**config.mk**
```make
export PLATFORM = sky130hd
export DESIGN_NAME = irq_gate_ctrl
export DESIGN_NICKNAME = d
export VERILOG_FILES = /design/src/rtl/irq_gate_pkg.sv /design/src/rtl/irq_ctl_bank.sv /design/src/rtl/irq_prio_arb.sv /design/src/rtl/irq_gate_ctrl.sv
export SDC_FILE = /design/constraint.sdc
export NUM_CORES = 1
export LEC_CHECK = 0
export ABC_CLOCK_PERIOD_IN_PS = 18950
export BUFFER_PORTS_ARGS = -buffer_cell sky130_fd_sc_hd__buf_2
export CAP_MARGIN = 20
export CORE_MARGIN = 2
export CORE_UTILIZATION = 52
export DETAILED_ROUTE_END_ITERATION = 16
export PLACE_DENSITY = 0.83
export SYNTH_ARGS = -nofsm -noshare
export SYNTH_HDL_FRONTEND = slang
export SYNTH_SLANG_ARGS = --single-unit
```
**constraint.sdc**
```tcl
create_clock -name clk -period 18.95 [get_ports clk]
set_clock_uncertainty 0.15 [all_clocks]
set_input_delay 2.8425 -clock clk [delete_from_list [all_inputs] [get_ports clk]]
set_output_delay 2.8425 -clock clk [all_outputs]
set_load 0.01 [all_outputs]
```
**src/rtl/irq_gate_pkg.sv**
```systemverilog
package irq_gate_pkg;
    localparam int SEL_W = 3;
    localparam int ID_W  = 10;
    localparam logic [ID_W-1:0] SPURIOUS_ID = 10'd1023;

    localparam logic [SEL_W-1:0] SEL_DCTL = 3'd0;
    localparam logic [SEL_W-1:0] SEL_CCTL = 3'd1;
    localparam logic [SEL_W-1:0] SEL_ACK  = 3'd2;
    localparam logic [SEL_W-1:0] SEL_EOI  = 3'd3;
    localparam logic [SEL_W-1:0] SEL_ACTV = 3'd4;
    localparam logic [SEL_W-1:0] SEL_PEND = 3'd5;

    localparam int CC_EN0    = 0;
    localparam int CC_EN1    = 1;
    localparam int CC_ACKCTL = 2;
    localparam int CC_FIQEN  = 3;

    typedef struct packed {
        logic [1:0] dctl;
        logic [3:0] cctl;
    } ctl_state_t;
endpackage

```
**src/rtl/irq_ctl_bank.sv**
```systemverilog
module irq_ctl_bank
    import irq_gate_pkg::*;
(
    input  logic             clk,
    input  logic             rst_n,
    input  logic             wr_en,
    input  logic [SEL_W-1:0] sel,
    input  logic [3:0]       wdata,
    input  logic             secure,
    output logic [1:0]       dctl,
    output logic [3:0]       cctl
);
    ctl_state_t st_d, st_q;

    always_comb begin
        st_d = st_q;
        if (wr_en) begin
            if (sel == SEL_DCTL) begin
                if (secure) st_d.dctl = wdata[1:0];
                else        st_d.dctl[1] = wdata[0];
            end else if (sel == SEL_CCTL) begin
                if (secure) st_d.cctl = wdata;
                else        st_d.cctl[CC_EN1] = wdata[0];
            end
        end
    end

    always_ff @(posedge clk) begin
        if (!rst_n) st_q <= '0;
        else        st_q <= st_d;
    end

    assign dctl = st_q.dctl;
    assign cctl = st_q.cctl;
endmodule

```
**src/rtl/irq_prio_arb.sv**
```systemverilog
module irq_prio_arb #(
    parameter int N_IRQ  = 8,
    parameter int PRIO_W = 4,
    localparam int IDX_W = (N_IRQ > 1) ? $clog2(N_IRQ) : 1
) (
    input  logic [N_IRQ-1:0]        cand,
    input  logic [N_IRQ*PRIO_W-1:0] prio,
    output logic                    found,
    output logic [IDX_W-1:0]        best_id
);
    logic [PRIO_W-1:0] best_prio;

    always_comb begin
        found     = 1'b0;
        best_id   = '0;
        best_prio = '1;
        for (int i = 0; i < N_IRQ; i++) begin
            if (cand[i] && (!found || prio[i*PRIO_W +: PRIO_W] < best_prio)) begin
                found     = 1'b1;
                best_id   = IDX_W'(i);
                best_prio = prio[i*PRIO_W +: PRIO_W];
            end
        end
    end
endmodule

```
**src/rtl/irq_gate_ctrl.sv**
```systemverilog
module irq_gate_ctrl
    import irq_gate_pkg::*;
#(
    parameter int N_IRQ  = 8,
    parameter int PRIO_W = 4,
    localparam int IDX_W = (N_IRQ > 1) ? $clog2(N_IRQ) : 1
) (
    input  logic                    clk,
    input  logic                    rst_n,
    input  logic                    bus_valid,
    input  logic                    bus_write,
    input  logic [2:0]              bus_addr,
    input  logic [31:0]             bus_wdata,
    input  logic                    bus_secure,
    output logic [31:0]             bus_rdata,
    input  logic [N_IRQ-1:0]        irq_pend_set,
    input  logic [N_IRQ-1:0]        irq_group,
    input  logic [N_IRQ*PRIO_W-1:0] irq_prio,
    output logic                    irq_out,
    output logic                    fiq_out
);
    typedef struct packed {
        logic [N_IRQ-1:0] pend;
        logic [N_IRQ-1:0] act;
    } irq_state_t;

    irq_state_t st_d, st_q;
    logic [1:0]       dctl;
    logic [3:0]       cctl;
    logic [N_IRQ-1:0] grp_ok, cand, pend_vec, act_vec;
    logic             top_found, top_grp1, ack_allowed, ack_rd, eoi_wr, eoi_hit, eoi_ok;
    logic [IDX_W-1:0] top_id, eoi_idx;
    logic [ID_W-1:0]  ack_id, eoi_id;

    irq_ctl_bank u_bank (
        .clk    (clk),
        .rst_n  (rst_n),
        .wr_en  (bus_valid && bus_write),
        .sel    (bus_addr),
        .wdata  (bus_wdata[3:0]),
        .secure (bus_secure),
        .dctl   (dctl),
        .cctl   (cctl)
    );

    always_comb begin
        for (int i = 0; i < N_IRQ; i++) begin
            grp_ok[i] = irq_group[i] ? (dctl[1] && cctl[CC_EN1])
                                     : (dctl[0] && cctl[CC_EN0]);
        end
    end

    assign cand = st_q.pend & ~st_q.act & grp_ok;

    irq_prio_arb #(.N_IRQ(N_IRQ), .PRIO_W(PRIO_W)) u_arb (
        .cand    (cand),
        .prio    (irq_prio),
        .found   (top_found),
        .best_id (top_id)
    );

    assign top_grp1    = irq_group[top_id];
    assign ack_allowed = top_found &&
                         (bus_secure ? (!top_grp1 || cctl[CC_ACKCTL]) : top_grp1);
    assign ack_id      = ack_allowed ? {{(ID_W-IDX_W){1'b0}}, top_id} : SPURIOUS_ID;
    assign ack_rd      = bus_valid && !bus_write && (bus_addr == SEL_ACK);
    assign eoi_wr      = bus_valid && bus_write && (bus_addr == SEL_EOI);
    assign eoi_id      = bus_wdata[ID_W-1:0];
    assign eoi_hit     = eoi_id < ID_W'(N_IRQ);
    assign eoi_idx     = eoi_id[IDX_W-1:0];
    assign eoi_ok      = eoi_wr && eoi_hit && (bus_secure || irq_group[eoi_idx]);

    always_comb begin
        st_d      = st_q;
        st_d.pend = st_q.pend | irq_pend_set;
        if (ack_rd && ack_allowed) begin
            st_d.pend[top_id] = 1'b0;
            st_d.act[top_id]  = 1'b1;
        end
        if (eoi_ok) begin
            st_d.act[eoi_idx] = 1'b0;
        end
    end

    always_ff @(posedge clk) begin
        if (!rst_n) st_q <= '0;
        else        st_q <= st_d;
    end

    always_comb begin
        bus_rdata = '0;
        case (bus_addr)
            SEL_DCTL: bus_rdata[1:0] = bus_secure ? dctl : {1'b0, dctl[1]};
            SEL_CCTL: bus_rdata[3:0] = bus_secure ? cctl : {3'b000, cctl[CC_EN1]};
            SEL_ACK:  bus_rdata[ID_W-1:0] = ack_id;
            SEL_ACTV: bus_rdata[N_IRQ-1:0] = st_q.act;
            SEL_PEND: bus_rdata[N_IRQ-1:0] = st_q.pend;
            default:  bus_rdata = '0;
        endcase
    end

    assign fiq_out  = top_found && !top_grp1 && cctl[CC_FIQEN];
    assign irq_out  = top_found && !(!top_grp1 && cctl[CC_FIQEN]);
    assign pend_vec = st_q.pend;
    assign act_vec  = st_q.act;
endmodule

```
==> flow_metrics.env, run 1 <==
export IMPL_yosys_warnings=0
export IMPL_grtUsageTotal_pct=26.70
export IMPL_finalHoldViolations=0
export IMPL_global_route_overflow_total=0
export IMPL_clock_power_share_pct=34.5
export IMPL_grt_pass1_vias=3596
export IMPL_grt_util_met1_pct=35.79
export IMPL_crit_type="in -> out"
export IMPL_synth_top_family_by_area="compound AO/OA/AOI/OAI gates"
export IMPL_path_clk_slew_ns=0.08
export IMPL_power_internal_mw=0.09024
export IMPL_worstPathArrival_ns=15.02
export IMPL_die_x_um=86.20
export IMPL_yosysUniqueCellTypes=86
export IMPL_critPathBufInv=5
export IMPL_cap_viol_max_count=0
export IMPL_final_util_pct=61.41
export IMPL_avgRoutedWirePerCell_um=16.43
export IMPL_crit_top_cell="ha_1"
export IMPL_min_period_ns=18.01
export IMPL_dr_pass1_iters=7
export IMPL_timing_rr_start="u_bank.dctl[1]$_SDFFE_PN0P_"
export IMPL_hp_start="u_bank.cctl[3]$_SDFFE_PN0P_"
export IMPL_cp_startpoint="irq_group[0]"
export IMPL_gp_congestion=0.9668
export IMPL_synth_seq_cells=22
export IMPL_p_seq_share_pct=38.0
export IMPL_start_kind="input port"
export IMPL_pin_count=122
export IMPL_placeableCoreArea_mm2=0.006459
export IMPL_end_kind="output pin"
export IMPL_cts_root_buf="clkbuf_8"
export IMPL_slowest_delay_ns=0.49
export IMPL_use_met3_pct=2.095
export IMPL_drc=0
export IMPL_critPathMaxFanout=9
export IMPL_htreeDepth=1
export IMPL_cts_buffers=3
export IMPL_hold_buffers=0
export IMPL_drive_above_1_share_pct=24.08
export IMPL_seq_area_frac_synth_pct=12.54
export IMPL_avgSynthCellArea_um2=7.350
export IMPL_synth_compound_area_share_pct=39.14
export IMPL_rows=29
export IMPL_synth_adder_area_share_pct=4.523
export IMPL_die_y_um=86.20
export IMPL_yosys_area_share_simple_pct=24.89
export IMPL_antenna_found_initial=0
export IMPL_yosys_most_used_dff="dfxtp_1"
export IMPL_drt_iter0_drc=278
export IMPL_worstMarginPinSlew_ns=0.6529
export IMPL_grt_busiest_layer="met2"
export IMPL_syn_area_mm2=0.003513
export IMPL_cts_buffer_depth=2
export IMPL_clock_sinks=22
export IMPL_synth_xor_area_share_pct=1.496
export IMPL_combPwrFrac_pct=27.4
export IMPL_vias_per_cell=6.351
export IMPL_path_delay_family="compound AO/OA/AOI/OAI gates"
export IMPL_met2_usage_pct=46.72
export IMPL_synth_mux_area_fraction_pct=7.514
export IMPL_holdWs_ns=0.3413
export IMPL_fin_crit_sh_pct=95.03
export IMPL_netSwitchingPower_mw=0.03790
export IMPL_syn_to_final_growth_pct=12.89
export IMPL_drv_slew=0
export IMPL_powerDensity_mw_per_mm2=32.31
export IMPL_critPathRequiredTime_ns=15.96
export IMPL_peakVddDrop_v=0.00002855
export IMPL_max_clock_freq_ghz=0.05553
export IMPL_synth_edf_count=0
export IMPL_route_vias_total=3944
export IMPL_cts_tree="done"
export IMPL_ys_async_sr_fraction_pct=0
export IMPL_ant_nets=0
export IMPL_fin_ws_ns=0.9416
export IMPL_setup_viol=0
export IMPL_insertion_delay_ns=0.26
export IMPL_nets=644
export IMPL_relSlewSlack_pct=56.38
export IMPL_die_area_mm2=0.007430
export IMPL_io_buffers=77
export IMPL_p_leak_nw=1.691
export IMPL_outcome="complete, no violations"
export IMPL_post_place_ws_ns=0.3776
export IMPL_grt_start_max_net_pins=23
export IMPL_setup_tns_ns=0
export IMPL_syn_inst=478
export IMPL_power_share_switching_pct=29.57
export IMPL_hold_class="reg -> reg"
export IMPL_power_mw=0.1281
export IMPL_start_util_pct=54.40
export IMPL_antennaDiodeCount=0
export IMPL_grt_pass1_wl_um=16530
export IMPL_totalWireLength_um=10200
export IMPL_crit_slowest_cell="or3b_2"
export IMPL_dp_hpwl_um=8122
cell usage after synthesis (all sizes together) (4+ instances only):
library cell  number  area [µm²]
nor2b              8       50.05
o21a               7       60.05
nor3              15       75.07
clkbuf            10       37.54
nand4              6       37.54
nor2              38       142.6
nor4               4       25.02
mux2i             18       192.7
a21o               7       52.55
nand2b            14       87.58
o31a               4       35.03
xnor2              6       52.55
a211oi            11       92.58
mux2               6       71.31
o211ai             4       30.03
o21ai             35       186.4
o22ai              7       57.56
nand3             17       85.08
a21boi             6       45.05
o31ai              5       37.54
inv               25       93.84
buf               30       212.7
nand3b             5       37.54
a32o               4       40.04
a21oi             26       148.9
a22oi              4       30.03
o221ai             6       58.80
dfxtp             22       440.4
a31o               5       43.79
and3              10       67.56
and2               6       37.54
a31oi             10       62.56
ha                11       137.6
nand2             32       120.1
worst reg2reg max path: cells and delay by family, from the launching register on:
kind | cells | cell delay (ns)
multiplexers | 1 | 0.36
buffers and inverters | 4 | 0.39
AND/OR/NAND/NOR | 18 | 3.06
AO/OA/AOI/OAI | 32 | 6.12
adder cells (fa/ha/maj) | 7 | 2.11
flip-flops | 1 | 0.58
layout by cell type, fill, tap and decap left out, types with 6 or more instances in the layout:
cell / instances
buf_2: 77
nor2_1: 38
nand2_1: 30
o21ai_0: 29
inv_1: 25
a21oi_1: 23
conb_1: 22
dfxtp_1: 22
nand3_1: 16
mux2i_1: 16
nor3_1: 15
nand2b_1: 14
ha_1: 11
a31oi_1: 9
and3_1: 8
nor2b_1: 8
a211oi_1: 8
xnor2_1: 6
a21o_1: 6
and2_1: 6
o21a_1: 6
nand4_1: 6
o22ai_1: 6
final timing paths:
kind | end | slack, ns | cells past startpoint
hold reg to reg | u_bank.cctl[3]$_SDFFE_PN0P_ | 0.34 | 2
setup / recovery | bus_rdata[2] | 0.94 | 63
setup reg to reg | pend_vec[5]$_SDFF_PN0_ | 6.08 | 62
hold / removal | u_bank.cctl[3]$_SDFFE_PN0P_ | 0.34 | 2
layout make-up:
class                      instances  area, µm²
sequential                        22      440.4
clock buffer                       3      41.29
clock inverter                     1      30.03
tap                               77      96.34
fill                             611       2492
multi-input combinational        412       2849
timing repair buffer              81      415.4
inverter                          25      93.84
repair_timing:
action,4_1_cts,5_1_grt
setup buffers,0,4
hold endpoints to repair,0,0
setup endpoints to repair,0,12
resized for setup,0,13
per-layer routing:
layer	wire length, µm	part of all wire, %
met2	4948	49
met1	4513	44
met3	638	6.3
met5	0	0
met4	101	0.99
cell families (layout without fill, tap and decap cells):
kind of cell	after synthesis	after routing
flip-flops	22	22
buffers and inverters	65	110
multiplexers	24	24
AO/OA/AOI/OAI	178	178
other	1	22
AND/OR/NAND/NOR	169	169
XOR/XNOR	6	6
adder cells (fa/ha/maj)	13	13
power by group through the flow:
stage / Combinational, mW / Sequential (mW) / Clock [mW]
2_1_floorplan: 0.0237 / 0.0493 / 0
6_report: 0.0351 / 0.0487 / 0.0443
5_1_grt: 0.0384 / 0.0489 / 0.0463
3_3_place_gp: 0.0330 / 0.0497 / 0
4_1_cts: 0.0340 / 0.0487 / 0.0446
3_5_place_dp: 0.0337 / 0.0498 / 0
per-stage QoR:
| stage | area [µm²] | instances |
|---|---|---|
| after detailed placement | 3824 | 613 |
| after CTS | 3895 | 617 |
| after floorplan | 3592 | 499 |
| final | 3966 | 621 |
| after global routing | 3966 | 621 |
| after global placement | 3824 | 613 |
state kept, by name (all words and copies together), names as in the netlist:
| signal | count |
|---|---|
| act_vec | 8 |
| pend_vec | 8 |
| u_bank.cctl | 4 |
| u_bank.dctl | 2 |
Note: power is estimated with default switching activity, not from simulation.
==> run 2, diff against run 1 <==
--- a/config.mk
+++ b/config.mk
@@ -5,13 +5,13 @@
 export SDC_FILE = /design/constraint.sdc
 export NUM_CORES = 1
 export LEC_CHECK = 0
-export ABC_CLOCK_PERIOD_IN_PS = 18950
+export ABC_CLOCK_PERIOD_IN_PS = 16000
 export BUFFER_PORTS_ARGS = -buffer_cell sky130_fd_sc_hd__buf_2
 export CAP_MARGIN = 20
 export CORE_MARGIN = 2
-export CORE_UTILIZATION = 52
+export CORE_UTILIZATION = 47
 export DETAILED_ROUTE_END_ITERATION = 16
-export PLACE_DENSITY = 0.83
+export PLACE_DENSITY = 0.79
 export SYNTH_ARGS = -nofsm -noshare
 export SYNTH_HDL_FRONTEND = slang
 export SYNTH_SLANG_ARGS = --single-unit
==> constraint.sdc (replaced) <==
create_clock -name clk -period 16 [get_ports clk]
set_clock_uncertainty 0.15 [all_clocks]
set_input_delay 2.4 -clock clk [delete_from_list [all_inputs] [get_ports clk]]
set_output_delay 2.4 -clock clk [all_outputs]
set_load 0.01 [all_outputs]
==> run 2 against run 1 <==
- wire length is 12% higher
- die area is 10% higher
- register-to-register slack got worse by 1.7 ns
- first-iteration DRC count decreased by 19%
- critical path type unchanged
- largest cell class unchanged
- highest routed layer unchanged
==> flow_metrics.env, run 2 (synthesis gave the netlist of run 1 again) <==
export IMPL_antenna_found_initial=0
export IMPL_relSlewSlack_pct=48.10
export IMPL_cts_buffers=3
export IMPL_fin_crit_sh_pct=97.91
export IMPL_mostFrequentLayoutCells="76 x buf_2, 57 x buf_4, 33 x nor2_1, 27 x nand2_1, 24 x o21ai_0"
export IMPL_antennaDiodeCount=0
export IMPL_totalWireLength_um=11390
export IMPL_crit_slowest_cell="or4_4"
export IMPL_io_buffers=77
export IMPL_crit_type="in -> out"
export IMPL_final_util_pct=64.65
export IMPL_path_delay_family="compound AO/OA/AOI/OAI gates"
export IMPL_cts_tree="done"
export IMPL_avgRoutedWirePerCell_um=16.29
export IMPL_use_met3_pct=2.421
export IMPL_grt_busiest_layer="met2"
export IMPL_dp_hpwl_um=8526
export IMPL_max_clock_freq_ghz=0.06384
export IMPL_cap_viol_max_count=0
export IMPL_critPathMaxFanout=5
export IMPL_ant_nets=0
export IMPL_nets=700
export IMPL_vias_per_cell=6.123
export IMPL_die_y_um=90.46
export IMPL_outcome="complete, no violations"
export IMPL_setup_viol=0
export IMPL_route_vias_total=4280
export IMPL_grt_start_max_net_pins=23
export IMPL_die_area_mm2=0.008183
export IMPL_grtUsageTotal_pct=24.96
export IMPL_syn_to_final_growth_pct=33.48
export IMPL_hold_class="reg -> reg"
export IMPL_clock_sinks=22
export IMPL_rsz0062_at_grt="true"
export IMPL_start_util_pct=48.44
export IMPL_p_leak_nw=1.968
export IMPL_met2_usage_pct=43.53
export IMPL_fillers=616
export IMPL_placeableCoreArea_mm2=0.007253
export IMPL_grt_pass1_wl_um=17420
export IMPL_cts_buffer_depth=2
export IMPL_layout_commonest_cell="buf_2"
export IMPL_dr_pass1_iters=5
export IMPL_drc=0
export IMPL_die_x_um=90.46
export IMPL_critPathRequiredTime_ns=13.45
export IMPL_start_kind="input port"
export IMPL_htreeDepth=1
export IMPL_min_period_ns=15.67
export IMPL_drv_slew=0
export IMPL_grt_pass1_vias=3786
export IMPL_grt_util_met1_pct=32.22
export IMPL_path_clk_slew_ns=0.08
export IMPL_drt_iter0_drc=225
export IMPL_drive_above_1_share_pct=37.17
export IMPL_finalHoldViolations=0
export IMPL_worstMarginPinSlew_ns=0.7726
export IMPL_gp_congestion=0.9497
export IMPL_peakVddDrop_v=0.00004431
export IMPL_pin_count=122
export IMPL_slowest_delay_ns=0.44
export IMPL_end_kind="output pin"
export IMPL_worstPathArrival_ns=13.12
export IMPL_cts_root_buf="clkbuf_8"
export IMPL_global_route_overflow_total=0
export IMPL_powerDensity_mw_per_mm2=33.49
export IMPL_insertion_delay_ns=0.27
export IMPL_rows=31
export IMPL_critPathBufInv=7
export IMPL_power_mw=0.1570
[run 2: changes by cell type in the layout (fill, tap and decap cells not counted), sizes merged]
cell  change
buf      +56
[run 2: cell type report]
cell class	instances	area [µm²]	area share [%]
Sequential cell	22	440.4	9.392
Clock buffer	3	41.29	0.8805
Multi-Input combinational cell	412	3107	66.25
Clock inverter	1	30.03	0.6403
Inverter	25	93.84	2.001
Tap cell	99	123.9	2.641
Timing Repair Buffer	137	853.3	18.20
[run 2: power by group]
group | internal (mW) | total (mW) | switching, mW
logic | 0.0199 | 0.0465 | 0.0266
clock network | 0.0335 | 0.0528 | 0.0193
registers | 0.0563 | 0.0578 | 0.00151
[run 2: path summary, 6_finish.rpt]
| path | slack [ns] | end | start | cells after the start |
|---|---|---|---|---|
| max reg2reg | 4.36 | pend_vec[5]$_SDFF_PN0_ | u_bank.dctl[1]$_SDFFE_PN0P_ | 62 |
| max | 0.33 | bus_rdata[2] | irq_group[0] | 63 |
| min reg2reg | 0.32 | act_vec[0]$_SDFF_PN0_ | act_vec[0]$_SDFF_PN0_ | 2 |
| min | 0.32 | act_vec[0]$_SDFF_PN0_ | act_vec[0]$_SDFF_PN0_ | 2 |
[run 2: what timing repair did]
item,4_1_cts,5_1_grt
buffers inserted,2,17
cloned,0,0
pin swaps,8,28
resized for setup,16,51
setup endpoints to repair,12,12
hold buffers,0,0
[run 2: metal layers]
| metal | vias to the layer above | routed length [µm] |
|---|---|---|
| met5 | - | 0 |
| met4 | 0 | 269 |
| met3 | 24 | 759 |
| met2 | 193 | 5527 |
| met1 | 2020 | 4833 |
| li1 | 2043 | - |
[run 2: worst min-delay path, stage by stage (launching register included)]
cell and delay (ns):
dfxtp_1 0.33, inv_1 0.05, o2bb2ai_1 0.05
[run 2: through the flow]
step                cell area (µm²)  cells  hold WS (ns)  TNS, ns  worst slack, ns
finish                         4690    699        0.3157        0           0.3347
global route                   4690    699        0.3435   -1.906          -0.2359
CTS                            4319    682        0.3164        0          0.02520
detailed placement             4159    676        0.2999   -2.941          -0.3857
global placement               4159    676        0.2951  -0.4918          -0.1262
floorplan                      3592    499        0.2804        0         0.002835
